## src/rtl/wstep_pkg.sv

```systemverilog
package wstep_pkg;
    localparam int WIPER_W = 10;
    localparam int OP_W    = 4;
    localparam int ADDR_W  = 4;
    localparam int NUM_WIP = 2;

    localparam logic [WIPER_W-1:0] WIPER_MAX = {WIPER_W{1'b1}};
    localparam logic [WIPER_W-1:0] WIPER_MIN = '0;
    localparam logic [WIPER_W-1:0] WIPER_MID = {1'b1, {(WIPER_W-1){1'b0}}};

    localparam logic [OP_W-1:0] OP_SHR_ONE = 4'd4;
    localparam logic [OP_W-1:0] OP_SHR_ALL = 4'd5;
    localparam logic [OP_W-1:0] OP_DEC_ONE = 4'd6;
    localparam logic [OP_W-1:0] OP_DEC_ALL = 4'd7;
    localparam logic [OP_W-1:0] OP_LOAD    = 4'd11;
    localparam logic [OP_W-1:0] OP_SHL_ONE = 4'd12;
    localparam logic [OP_W-1:0] OP_SHL_ALL = 4'd13;
    localparam logic [OP_W-1:0] OP_INC_ONE = 4'd14;
    localparam logic [OP_W-1:0] OP_INC_ALL = 4'd15;

    typedef enum logic [2:0] {
        ACT_NONE = 3'd0,
        ACT_LOAD = 3'd1,
        ACT_INC  = 3'd2,
        ACT_DEC  = 3'd3,
        ACT_SHR  = 3'd4,
        ACT_SHL  = 3'd5
    } act_e;

    typedef struct packed {
        act_e               act;
        logic [NUM_WIP-1:0] sel;
        logic               arm;
    } step_plan_t;

    function automatic logic [WIPER_W-1:0] next_wiper(
        input act_e               a,
        input logic [WIPER_W-1:0] v,
        input logic [WIPER_W-1:0] d
    );
        logic [WIPER_W-1:0] r;
        case (a)
            ACT_LOAD: r = d;
            ACT_INC:  r = (v == WIPER_MAX) ? v : v + 1'b1;
            ACT_DEC:  r = (v == WIPER_MIN) ? v : v - 1'b1;
            ACT_SHR:  r = {v[0], v[WIPER_W-1:1]};
            ACT_SHL:  r = {v[WIPER_W-2:0], 1'b1};
            default:  r = v;
        endcase
        return r;
    endfunction
endpackage

```

## src/rtl/wstep_decode.sv

```systemverilog
module wstep_decode
    import wstep_pkg::*;
(
    input  logic [OP_W-1:0]   op,
    input  logic [ADDR_W-1:0] addr,
    output step_plan_t        plan
);
    logic               single;
    logic [NUM_WIP-1:0] addr_hit;

    always_comb begin
        for (int i = 0; i < NUM_WIP; i++) begin
            addr_hit[i] = (addr == ADDR_W'(i));
        end
    end

    always_comb begin
        plan.act = ACT_NONE;
        single   = 1'b1;
        case (op)
            OP_SHR_ONE: plan.act = ACT_SHR;
            OP_SHR_ALL: begin plan.act = ACT_SHR; single = 1'b0; end
            OP_DEC_ONE: plan.act = ACT_DEC;
            OP_DEC_ALL: begin plan.act = ACT_DEC; single = 1'b0; end
            OP_LOAD:    plan.act = ACT_LOAD;
            OP_SHL_ONE: plan.act = ACT_SHL;
            OP_SHL_ALL: begin plan.act = ACT_SHL; single = 1'b0; end
            OP_INC_ONE: plan.act = ACT_INC;
            OP_INC_ALL: begin plan.act = ACT_INC; single = 1'b0; end
            default:    plan.act = ACT_NONE;
        endcase
        if (plan.act == ACT_NONE) begin
            plan.sel = '0;
        end else if (single) begin
            plan.sel = addr_hit;
        end else begin
            plan.sel = '1;
        end
        plan.arm = (plan.act != ACT_NONE) && (plan.act != ACT_LOAD) && (plan.sel != '0);
    end
endmodule

```

## src/rtl/wstep_lane.sv

```systemverilog
module wstep_lane
    import wstep_pkg::*;
#(
    parameter logic [WIPER_W-1:0] INIT = WIPER_MID
) (
    input  logic               clk,
    input  logic               rst,
    input  logic               en,
    input  act_e               act,
    input  logic [WIPER_W-1:0] data,
    output logic [WIPER_W-1:0] val
);
    always_ff @(posedge clk) begin
        if (rst) begin
            val <= INIT;
        end else if (en) begin
            val <= next_wiper(act, val, data);
        end
    end

    assert_inc_ceiling_R3: assert property (@(posedge clk) disable iff (rst)
        (en && act == ACT_INC && val == WIPER_MAX) |=> (val == WIPER_MAX));

    assert_dec_floor_R4: assert property (@(posedge clk) disable iff (rst)
        (en && act == ACT_DEC && val == WIPER_MIN) |=> (val == WIPER_MIN));

    assert_shr_rotate_R5: assert property (@(posedge clk) disable iff (rst)
        (en && act == ACT_SHR) |=> (val[WIPER_W-1] == $past(val[0])));

    assert_shl_fill_R6: assert property (@(posedge clk) disable iff (rst)
        (en && act == ACT_SHL) |=> (val[0] == 1'b1));

    assert_idle_hold_R9: assert property (@(posedge clk) disable iff (rst)
        (!en) |=> $stable(val));
endmodule

```

## src/rtl/wiper_step_unit.sv

```systemverilog
module wiper_step_unit
    import wstep_pkg::*;
(
    input  logic               clk,
    input  logic               rst,
    input  logic               cmd_valid,
    input  logic [OP_W-1:0]    cmd_op,
    input  logic [ADDR_W-1:0]  cmd_addr,
    input  logic [WIPER_W-1:0] cmd_data,
    input  logic               repeat_stb,
    output logic [WIPER_W-1:0] wiper0,
    output logic [WIPER_W-1:0] wiper1
);
    step_plan_t          dec_plan;
    step_plan_t          rep_plan;
    logic                rep_valid;
    step_plan_t          cur_plan;
    logic [WIPER_W-1:0]  wval [NUM_WIP];

    wstep_decode u_decode (
        .op   (cmd_op),
        .addr (cmd_addr),
        .plan (dec_plan)
    );

    always_comb begin
        if (cmd_valid) begin
            cur_plan = dec_plan;
        end else if (repeat_stb && rep_valid) begin
            cur_plan = rep_plan;
        end else begin
            cur_plan = '{act: ACT_NONE, sel: '0, arm: 1'b0};
        end
    end

    always_ff @(posedge clk) begin
        if (rst) begin
            rep_valid <= 1'b0;
            rep_plan  <= '{act: ACT_NONE, sel: '0, arm: 1'b0};
        end else if (cmd_valid) begin
            rep_valid <= dec_plan.arm;
            rep_plan  <= dec_plan;
        end
    end

    for (genvar g = 0; g < NUM_WIP; g++) begin : g_lane
        wstep_lane #(.INIT(WIPER_MID)) u_lane (
            .clk  (clk),
            .rst  (rst),
            .en   (cur_plan.sel[g]),
            .act  (cur_plan.act),
            .data (cmd_data),
            .val  (wval[g])
        );
    end

    assign wiper0 = wval[0];
    assign wiper1 = wval[1];

    assert_empty_repeat_R1: assert property (@(posedge clk) disable iff (rst)
        (!cmd_valid && repeat_stb && !rep_valid) |=> ($stable(wiper0) && $stable(wiper1)));

    assert_bad_target_R10: assert property (@(posedge clk) disable iff (rst)
        (cmd_valid && cmd_addr > ADDR_W'(1) &&
         (cmd_op == OP_INC_ONE || cmd_op == OP_DEC_ONE || cmd_op == OP_SHR_ONE ||
          cmd_op == OP_SHL_ONE || cmd_op == OP_LOAD))
        |=> ($stable(wiper0) && $stable(wiper1) && !rep_valid));

    assert_frame_wins_R11: assert property (@(posedge clk) disable iff (rst)
        (cmd_valid && repeat_stb && cmd_op == '0) |=> ($stable(wiper0) && $stable(wiper1)));

    assert_load_disarms_R9: assert property (@(posedge clk) disable iff (rst)
        (cmd_valid && cmd_op == OP_LOAD) |=> !rep_valid);
endmodule

```

## config.mk

```make
export PLATFORM = sky130hd
export DESIGN_NAME = wiper_step_unit
export DESIGN_NICKNAME = d
export VERILOG_FILES = /design/src/rtl/wstep_pkg.sv /design/src/rtl/wstep_decode.sv /design/src/rtl/wstep_lane.sv /design/src/rtl/wiper_step_unit.sv
export SDC_FILE = /design/constraint.sdc
export NUM_CORES = 1
export LEC_CHECK = 0
export ABC_CLOCK_PERIOD_IN_PS = 3900
export BUFFER_PORTS_ARGS = -buffer_cell sky130_fd_sc_hd__buf_2
export CAP_MARGIN = 20
export CORE_AREA = 2 2 71 73
export CTS_BUF_LIST = sky130_fd_sc_hd__clkbuf_4 sky130_fd_sc_hd__clkbuf_8 sky130_fd_sc_hd__clkbuf_16
export DETAILED_ROUTE_END_ITERATION = 10
export DIE_AREA = 0 0 73 75
export MAX_ROUTING_LAYER = met4
export PLACE_DENSITY = 0.77
export SYNTH_ARGS = -nofsm -noshare
export SYNTH_HDL_FRONTEND = slang
export SYNTH_SLANG_ARGS = --single-unit
```

## constraint.sdc

```tcl
create_clock -name clk -period 3.9 [get_ports clk]
set_input_delay 0.195 -clock clk [delete_from_list [all_inputs] [get_ports clk]]
set_output_delay 0.195 -clock clk [all_outputs]
set_load 0.1 [all_outputs]
```

==> qor.yml, run 1 <==
ctsRootBufferMaster: "clkbuf_8"
outcome: "complete, no violations"
netlist_top_cells_count: "o21ai_0 (36), a21oi_1 (29), dfxtp_1 (26)"
floorplan.rows: 25
route.final.wire_length_um: 7740
netlist_instances: 335
final_antenna_net_count: 0
syn2layout_area_growth_pct: 9.20
cp-start-kind: "input port"
synth_async_reset_ratio_pct: 0
grt_max_degree: 22
top_level_ports: 42
post_synth.cell_area_avg_um2: 7.91
slowest_stage: "a311o_2"
die_y_um: 75
clk-insertion-delay-late_ns: 0.28
final.min_clock_period_ns: 3.23
mappedNetlistArea_um2: 2650
cts-buffers-inserted: 3
leakagePower_nw: 1.18
clk_path_buf_depth: 2
gpl.final_weighted_congestion: 0.949
drt-wirelength-per-cell_um: 18.4
cts_hold_buf: 0
timing.critical_path.fanout_max: 16
dp_hpwl_um: 5680
synth.lib_cells_used.distinct: 69
cts_post_setup_buffers_inserted: 0
route.detailed.vias_per_inst: 6.83
synth.ff_latch_count: 26
place.port_buffers: 41
timing_worst_slew_pin_value_ns: 1.08
timing.critical_path.cells: "buf_2 -> nand2b_1 -> a311o_2 -> nand2_1 -> nand2_1 -> inv_1 -> ha_1 -> or2_2 -> a31o_2 -> a21oi_1 -> xor2_1 -> nor2_1 -> o32a_1"
relSlewSlack_pct: 27.6
critPathMostFrequentCell: "nand2_1"
crit_path_max_incr_delay_ns: 0.57
antenna_found_initial: 0
fin_nets: 408
floorplan.die_area_um2: 5480
dieWidth_um: 73
synthTopCellsByArea: "dfxtp_1 (20%), ha_1 (7.6%), o21ai_0 (6.8%), a21oi_1 (5.5%), nand2_1 (3.4%)"
global_route.overflow_total: 0
timing.critical_path.max_delay_family: "compound AO/OA/AOI/OAI gates"
worstPathRequired_ns: 4.06
finalPower_mw: 0.651
critical_path_arrival_ns: 3.40
yosysTopAreaCellShare_pct: 19.6
final-hold-violation-count: 0
via_count: 2876
final_max_slew_viol_count: 0
max_freq_mhz: 309
buffers_and_inverters_on_the_worst_path: 2
start_util_pct: 56.9
cts-resized-gates: 0
synth_most_common_cell: "o21ai_0"
antenna_cells_inserted: 0
synth.largest_area_cell: "dfxtp_1"
clock_tree_from_tritoncts: "built"
max_cap_violations: 0
fp.coreArea_um2: 4660
drc: 0
setup_viol: 0
unrepaired_setup_endpoints_after_global_routing: "false"
grt_first_pass_wirelength_um: 12900
clk_pin_slew_ns: 0.09
totalNegativeSetupSlack_ns: 0
drt-initial-drc-count: 285
hold_path_class: "in2reg"
clock_tree.htree_level_count: 1
drt_pass1_iterations: 6
synthesis.yosys.warnings: 0
via_count_of_the_first_global_routing_pass: 2672
synth-edff-count: 0
ir_drop_v: 0.000126
synth_sequential_area_ratio_pct: 19.6
drive_above_1_share_pct: 18.5
synth.net_count: 375
synthFlopType: "dfxtp_1"
final.setup_skew_ns: 0.00546
clock_sink_count: 26
grt_util_all_layers_pct: 30.7
power_density_cells_nw_per_um2: 225
end_kind: "flop"
final.period_utilization_pct: 82.9
timing.setup.critical_path_class: "in2reg"
==> cells by family after synthesis <==
kind of cell | count (synthesis) | share of synthesized area [%]
flops | 26 | 19.6
mux | 2 | 0.802
simple gates | 115 | 24.3
buf+inv | 24 | 5.00
xor+xnor | 12 | 3.96
compound gates | 138 | 37.2
fa+ha+maj | 18 | 9.06
==> through the flow <==
stage                     instances  hold slack, ns  util, %  worst slack, ns  area [um2]
after floorplan                 335           0.344        -            0.684        2650
after global placement          417           0.472     60.9            0.537        2840
after detailed placement        417           0.471     60.9            0.433        2840
after CTS                       421           0.250     62.1            0.710        2900
after global routing            421           0.270     62.1            0.434        2900
final                           421           0.280     62.1            0.667        2900
==> final timing paths <==
kind,startpoint,end,slack (ns),cells after the start
hold reg to reg,rep_plan[2],rep_plan[2],0.49,2
hold / removal,cmd_data[1],g_lane[0].u_lane.val[1],0.28,3
setup reg to reg,rep_valid,g_lane[0].u_lane.val[9],0.72,11
setup / recovery,cmd_op[1],g_lane[0].u_lane.val[9],0.67,13
==> power breakdown <==
group	leakage [nW]	switching, mW	internal, mW
clock network	0.0288	0.0892	0.0904
logic	0.942	0.126	0.0569
registers	0.211	0.0150	0.274
total	1.18	0.230	0.421
==> state kept, by name (all words and copies together), names as in the netlist <==
name,cells
rep_valid,1
rep_plan,5
g_lane.u_lane.val,20
==> metal layers <==
metal	wire [um]	vias to the layer above	track usage (%)
met5	0	-	-
met4	114	0	9.88
met3	665	13	4.28
met2	3610	146	48.3
met1	3340	1339	40.8
li1	-	1378	-
==> layout make-up <==
type / instances / area, um2
multi-input combinational: 285 / 2000
fill: 417 / 1770
sequential: 26 / 520
timing repair buffer: 43 / 220
tap: 54 / 67.6
clock buffer: 4 / 55.1
inverter: 9 / 33.8
==> placed cells by master, fill, tap and decap left out, drive strengths merged, types with 3 or more instances in the layout <==
master and count:
a211o 3, a211oi 10, a21boi 4, a21oi 30
a221oi 4, a222oi 4, a22oi 3, a311oi 4
a31oi 6, a32oi 4, and2 4, and3 9
buf 43, clkbuf 4, dfxtp 26, ha 16
inv 9, nand2 24, nand2b 5, nand3 10
nand4 7, nand4b 3, nor2 25, nor3 11
nor4 3, o211ai 6, o21ai 36, o21bai 3
o22ai 4, or2 3, or4 4, xnor2 8
xor2 4
==> tightest hold or removal path: stages <==
cell and delay, ns:
buf_2 0.09, a2bb2oi_1 0.05, a31oi_1 0.17
No activity file was read; power rests on OpenSTA's default activity.
==> run 2, diff against run 1 <==
ABC_CLOCK_PERIOD_IN_PS = 2950   (was 3900)
CORE_AREA = 2 2 75 77   (was 2 2 71 73)
DIE_AREA = 0 0 77 79   (was 0 0 73 75)
PLACE_DENSITY = 0.72   (was 0.77)
clock period = 2.95 ns   (was 3.9 ns; I/O delays follow)
==> run 2 against run 1 <==
Net effect: clock-buffer cell count decreased by 1; non-clock buffer count increased by 13; via count is 2.9% higher; critical path depth decreased by 2; routed wire length is 3.7% higher; sequential power up 32%; die area increased by 11%; setup slack lost 0.46 ns; critical path type is now reg2reg; largest cell class unchanged; largest power group unchanged.
==> qor.yml, run 2 (same netlist as run 1, synthesis figures left out) <==
antenna_found_initial: 0
start_util_pct: 49.7
route.final.wire_length_um: 8020
drt-wirelength-per-cell_um: 17.7
cts-buffers-inserted: 3
dp_hpwl_um: 5770
relSlewSlack_pct: 50.2
fin_nets: 422
final_area_um2: 3030
clock_sink_count: 26
end_kind: "flop"
power_density_cells_nw_per_um2: 278
antenna_cells_inserted: 0
clock_tree.htree_level_count: 1
hold_path_depth: 3
timing.critical_path.fanout_max: 7
final-hold-violation-count: 0
cts_hold_buf: 0
clk_path_buf_depth: 2
most-common-layout-cells: "buf_2 (41), o21ai_0 (34), a21oi_1 (28), dfxtp_1 (25), nor2_1 (24)"
critical_path_arrival_ns: 2.91
dpl_cell_area_um2: 2960
setup_viol: 0
timing_worst_slew_pin_value_ns: 0.742
place.port_buffers: 41
clock_tree_from_tritoncts: "built"
hold_path_class: "in2reg"
gpl.final_weighted_congestion: 0.921
clk-insertion-delay-late_ns: 0.27
multi_input_comb_area_um2: 2020
totalNegativeSetupSlack_ns: 0
worstPathRequired_ns: 3.12
ir_drop_v: 0.000218
global_route.overflow_total: 0
worstHoldEndpoint: "g_lane[0].u_lane.val[1]"
drt-initial-drc-count: 327
drc: 0
final.setup_skew_ns: 0.00225
outcome: "complete, no violations"
grt_first_pass_wirelength_um: 13300
layout.cells.most_common: "buf_2"
drive_above_1_share_pct: 23.2
max_flop_register: "g_lane.u_lane.val"
dieWidth_um: 77
fp.coreArea_um2: 5340
timing.rr.end: "g_lane[0].u_lane.val[9]"
max_cap_violations: 0
finalPower_mw: 0.843
number_of_flip_flops_in_the_largest_register: 20
floorplan.die_area_um2: 6080
timing.setup.critical_path_class: "reg2reg"
layout_top_registers: "g_lane.u_lane.val (20), rep_plan (5), rep_valid (1)"
syn2layout_area_growth_pct: 14.3
unrepaired_setup_endpoints_after_global_routing: "false"
floorplan.rows: 27
leakagePower_nw: 1.23
drt_pass1_iterations: 5
finish.utilization_pct: 56.8
final_antenna_net_count: 0
final_max_slew_viol_count: 0
via_count_of_the_first_global_routing_pass: 2623
rr_worst_depth: 11
ctsRootBufferMaster: "clkbuf_8"
route.detailed.vias_per_inst: 6.54
die_y_um: 79
top_level_ports: 42
sequential_cell_area_um2: 522
reg2reg_slack_ns: 0.20
grt_max_degree: 22
clk_pin_slew_ns: 0.09
worst_hold_startpoint: "cmd_data[1]"
cp-start-kind: "flop"
final.min_clock_period_ns: 2.75
max_freq_mhz: 364
r2r_start: "rep_valid"
grt_util_all_layers_pct: 27.3
final.period_utilization_pct: 93.1
filler_cell_count: 549
via_count: 2958
==> run 2: worst max path at each step <==
stage          startpoint                      end  slack, ns  cells after the start
4_1_cts         rep_valid  g_lane[1].u_lane.val[9]       0.05                     12
3_5_place_dp    cmd_op[2]  g_lane[1].u_lane.val[7]       0.03                     14
3_3_place_gp    cmd_op[2]  g_lane[0].u_lane.val[9]       0.12                     13
5_1_grt         rep_valid  g_lane[0].u_lane.val[9]       0.06                     11
6_report        rep_valid  g_lane[0].u_lane.val[9]       0.20                     11
2_1_floorplan   rep_valid  g_lane[0].u_lane.val[9]      0.004                     13
==> run 2: final cells by class <==
class | count | area share, %
inverter | 9 | 1.24
tap | 72 | 2.97
multi-input combinational | 285 | 66.5
timing repair buffer | 56 | 10.5
clock buffer | 3 | 1.36
timing repair inverter | 1 | 0.165
sequential | 26 | 17.2
==> run 2: worst max-delay path, stage by stage, from the launching register on <==
cell and delay [ns]:
dfxtp_2 0.41, and4b_2 0.32, a211oi_4 0.06, nand2_2 0.16, clkinvlp_2 0.27, ha_1 0.38, a211oi_2 0.31, o21ai_0 0.18
a21oi_1 0.19, xor2_1 0.17, nor2_1 0.05, o32a_1 0.15
==> run 2: stage by stage <==
stage	cells	hold WS [ns]	setup WS [ns]
final	452	0.239	0.205
after global routing	452	0.280	0.0557
after CTS	449	0.236	0.0476
after detailed placement	446	0.474	0.0311
after global placement	446	0.468	0.121
after floorplan	335	0.297	0.00361
==> run 2: layer usage <==
layer	share of wire, %	wire, um	GRT usage (%)
met3	8.2	658	2.61
met5	0	0	-
met4	2.5	201	8.93
met1	44	3530	37.8
met2	45	3630	42.4
==> run 2: report_power, final <==
part	leakage, nW	internal (mW)	switching, mW	total (mW)
clock network	0.0216	0.0918	0.112	0.204
registers	0.211	0.362	0.0197	0.382
logic	0.999	0.0853	0.172	0.257
total	1.23	0.539	0.304	0.843
==> run 2: repair_timing <==
action / in CTS / in global routing
gates resized for setup: 0 / 5
setup endpoints to repair: 0 / 10
buffers inserted: 0 / 2
==> run 3, diff against run 2 <==
ABC_AREA = 1   (was unset)
CORE_AREA = 2 2 74 76   (was 2 2 75 77)
DIE_AREA = 0 0 76 78   (was 0 0 77 79)
PLACE_DENSITY = 0.73   (was 0.72)
==> run 3 against run 2 <==
Net effect: flip-flop and latch count unchanged; non-clock buffer count down 9; sequential share of layout area up 0.43 points; register-to-register slack better by 0.06 ns; critical path depth up 7; critical endpoint unchanged; design area down 2.7%; first-iteration DRC count down 41%; cell count up 21%; clock-buffer cell count unchanged.
==> qor.yml, run 3 <==
end_kind: "flop"
p_sw_share_pct: 36.3
clk_path_buf_depth: 2
fin_hold_ws_ns: 0.149
cp-start-kind: "flop"
timing.critical_path.max_delay_family: "simple AND/OR/NAND/NOR gates"
cts-resized-gates: 0
final.setup_skew_ns: 0.00351
clock_tree.htree_level_count: 1
leakagePower_nw: 1.47
reg2reg_slack_ns: 0.26
max_flop_register: "g_lane.u_lane.val"
start_util_pct: 51.6
finalPower_mw: 0.798
outcome: "complete, no violations"
mappedNetlistArea_um2: 2600
worstPathRequired_ns: 3.14
synth.lib_cells_used.distinct: 33
synth-edff-count: 0
max_cap_violations: 0
clock_sink_count: 26
totalNegativeSetupSlack_ns: 0
fp.coreArea_um2: 5040
route.detailed.vias_per_inst: 5.54
hold_path_class: "in2reg"
die_y_um: 78
synth.net_count: 473
clk_pin_slew_ns: 0.09
drt-initial-drc-count: 194
via_count_of_the_first_global_routing_pass: 2812
synth_async_reset_ratio_pct: 0
final_area_um2: 2950
grt_max_degree: 19
netlist_instances: 433
final_max_slew_viol_count: 0
timing.critical_path.cells: "nand2_1 -> o21ai_1 -> nand2_2 -> nor2_4 -> nand2_2 -> inv_1 -> buf_12 -> ha_1 -> a21oi_1 -> nand2_1 -> nand2_1 -> nand2_1 -> nor2_1 -> nand3_1 -> nand3_1 -> nand3_1 -> nand2_1 -> nand2_1"
grt_util_all_layers_pct: 26.6
critical_path_arrival_ns: 2.87
dp_hpwl_um: 5810
clock_tree_from_tritoncts: "built"
drt_pass1_iterations: 4
post_synth.cell_area_avg_um2: 6.01
drc: 0
drive_above_1_share_pct: 17.1
syn2layout_area_growth_pct: 13.2
p_comb_share_pct: 26.0
unrepaired_setup_endpoints_after_global_routing: "false"
hold_path_depth: 3
layout.cells.most_common: "nand2_1"
drt-wirelength-per-cell_um: 14.0
rr_worst_depth: 18
number_of_flip_flops_in_the_largest_register: 20
synthesis.yosys.warnings: 0
timing_worst_slew_pin_value_ns: 0.600
synthFlopType: "dfxtp_1"
dieWidth_um: 76
final_antenna_net_count: 0
critPathMostFrequentCell: "nand2_1"
synth_most_common_cell: "nand2_1"
ir_drop_v: 0.000172
route.final.wire_length_um: 7650
most-common-layout-cells: "nand2_1 (114), nor2_1 (58), inv_1 (48), buf_2 (41), nand3_1 (35)"
synth.ff_latch_count: 26
synth.largest_area_cell: "dfxtp_1"
relSlewSlack_pct: 59.9
worstHoldEndpoint: "rep_valid"
layout_top_registers: "g_lane.u_lane.val (20), rep_plan (5), rep_valid (1)"
slowest_stage: "dfxtp_1"
p_switching_mw: 0.290
floorplan.rows: 26
top_level_ports: 42
finish.utilization_pct: 58.5
crit_path_max_incr_delay_ns: 0.34
timing.critical_path.fanout_max: 16
netlist_top_cells_count: "nand2_1 (114), nor2_1 (58), inv_1 (48)"
max_freq_mhz: 372
grt_first_pass_wirelength_um: 12600
p_clk_share_pct: 26.8
fin_nets: 517
timing.rr.end: "g_lane[0].u_lane.val[9]"
place.port_buffers: 41
final.period_utilization_pct: 91.0
timing.setup.critical_path_class: "reg2reg"
r2r_start: "rep_valid"
cell_internal_pwr_mw: 0.508
ctsRootBufferMaster: "clkbuf_8"
final.min_clock_period_ns: 2.69
setup_viol: 0
power_density_cells_nw_per_um2: 271
final-hold-violation-count: 0
synth_sequential_area_ratio_pct: 20.0
cts-buffers-inserted: 3
p_seq_share_pct: 47.2
antenna_found_initial: 0
gpl.final_weighted_congestion: 1.11
global_route.overflow_total: 0
antenna_cells_inserted: 0
buffers_and_inverters_on_the_worst_path: 2
synthTopCellsByArea: "dfxtp_1 (20%), nand2_1 (16%), nor2_1 (8.4%), ha_1 (7.7%), inv_1 (6.9%)"
yosysTopAreaCellShare_pct: 20.0
via_count: 3019
clk-insertion-delay-late_ns: 0.28
floorplan.die_area_um2: 5930
worst_hold_startpoint: "cmd_op[2]"
dpl_cell_area_um2: 2880
run 3: worst max-delay path by stage:
stage,start,end,slack (ns),cells after the start
after floorplan,g_lane[0].u_lane.val[0],g_lane[0].u_lane.val[8],0.38,13
after global placement,rep_valid,g_lane[1].u_lane.val[9],0.27,18
after detailed placement,rep_valid,g_lane[1].u_lane.val[9],0.19,18
after CTS,rep_valid,g_lane[1].u_lane.val[9],0.16,18
after global routing,rep_valid,g_lane[0].u_lane.val[7],0.03,16
final,rep_valid,g_lane[0].u_lane.val[9],0.26,18
run 3: worst reg2reg max path, stage by stage, from the launching register on:
cell and delay [ns]:
dfxtp_1 0.34, nand2_1 0.19, o21ai_1 0.17, nand2_2 0.12
nor2_4 0.22, nand2_2 0.08, inv_1 0.10, buf_12 0.16
ha_1 0.29, a21oi_1 0.26, nand2_1 0.09, nand2_1 0.06
nand2_1 0.05, nor2_1 0.13, nand3_1 0.10, nand3_1 0.09
nand3_1 0.06, nand2_1 0.06, nand2_1 0.04
run 3: stage by stage:
step	setup WS, ns	instances
after floorplan	0.376	433
after global placement	0.274	538
after detailed placement	0.188	538
after CTS	0.165	541
after global routing	0.0293	545
final	0.264	545
run 3: what timing repair did:
action                     CTS  global route
hold buffers                 0             0
buffers inserted             0             4
setup endpoints to repair    0             8
run 3: metal layers:
layer  part of all wire, %  vias to the layer above  track usage (%)  routed length [um]
met2                    46                      105             44.7                3500
li1                      -                     1535                -                   -
met1                    46                     1356             33.7                3550
met3                   5.3                       23             2.33                 408
met4                   2.5                        0             9.09                 193
met5                     0                        -                -                   0
run 3: power groups by stage:
stage / registers [mW] / clock network (mW) / logic [mW]
floorplan: 0.435 / 0 / 0.101
CTS: 0.376 / 0.213 / 0.205
detailed placement: 0.384 / 0 / 0.205
global route: 0.378 / 0.226 / 0.225
finish: 0.376 / 0.214 / 0.208
global placement: 0.384 / 0 / 0.202
run 3: cell type report:
type,instances,area (um2)
inverters,55,209
multi-input cells,344,1830
fillers,542,2090
clock buffers,3,41.3
well taps,70,87.6
repair buffers,47,263
flip-flops and latches,26,520
run 3: kinds of logic after synthesis:
logic type,count (synthesis),share of synthesized area [%]
AOI/OAI and AO/OA,82,19.7
adders and majority gates,18,9.23
buffers and inverters,63,9.85
DFF,26,20.0
and+or+nand+nor,244,41.2
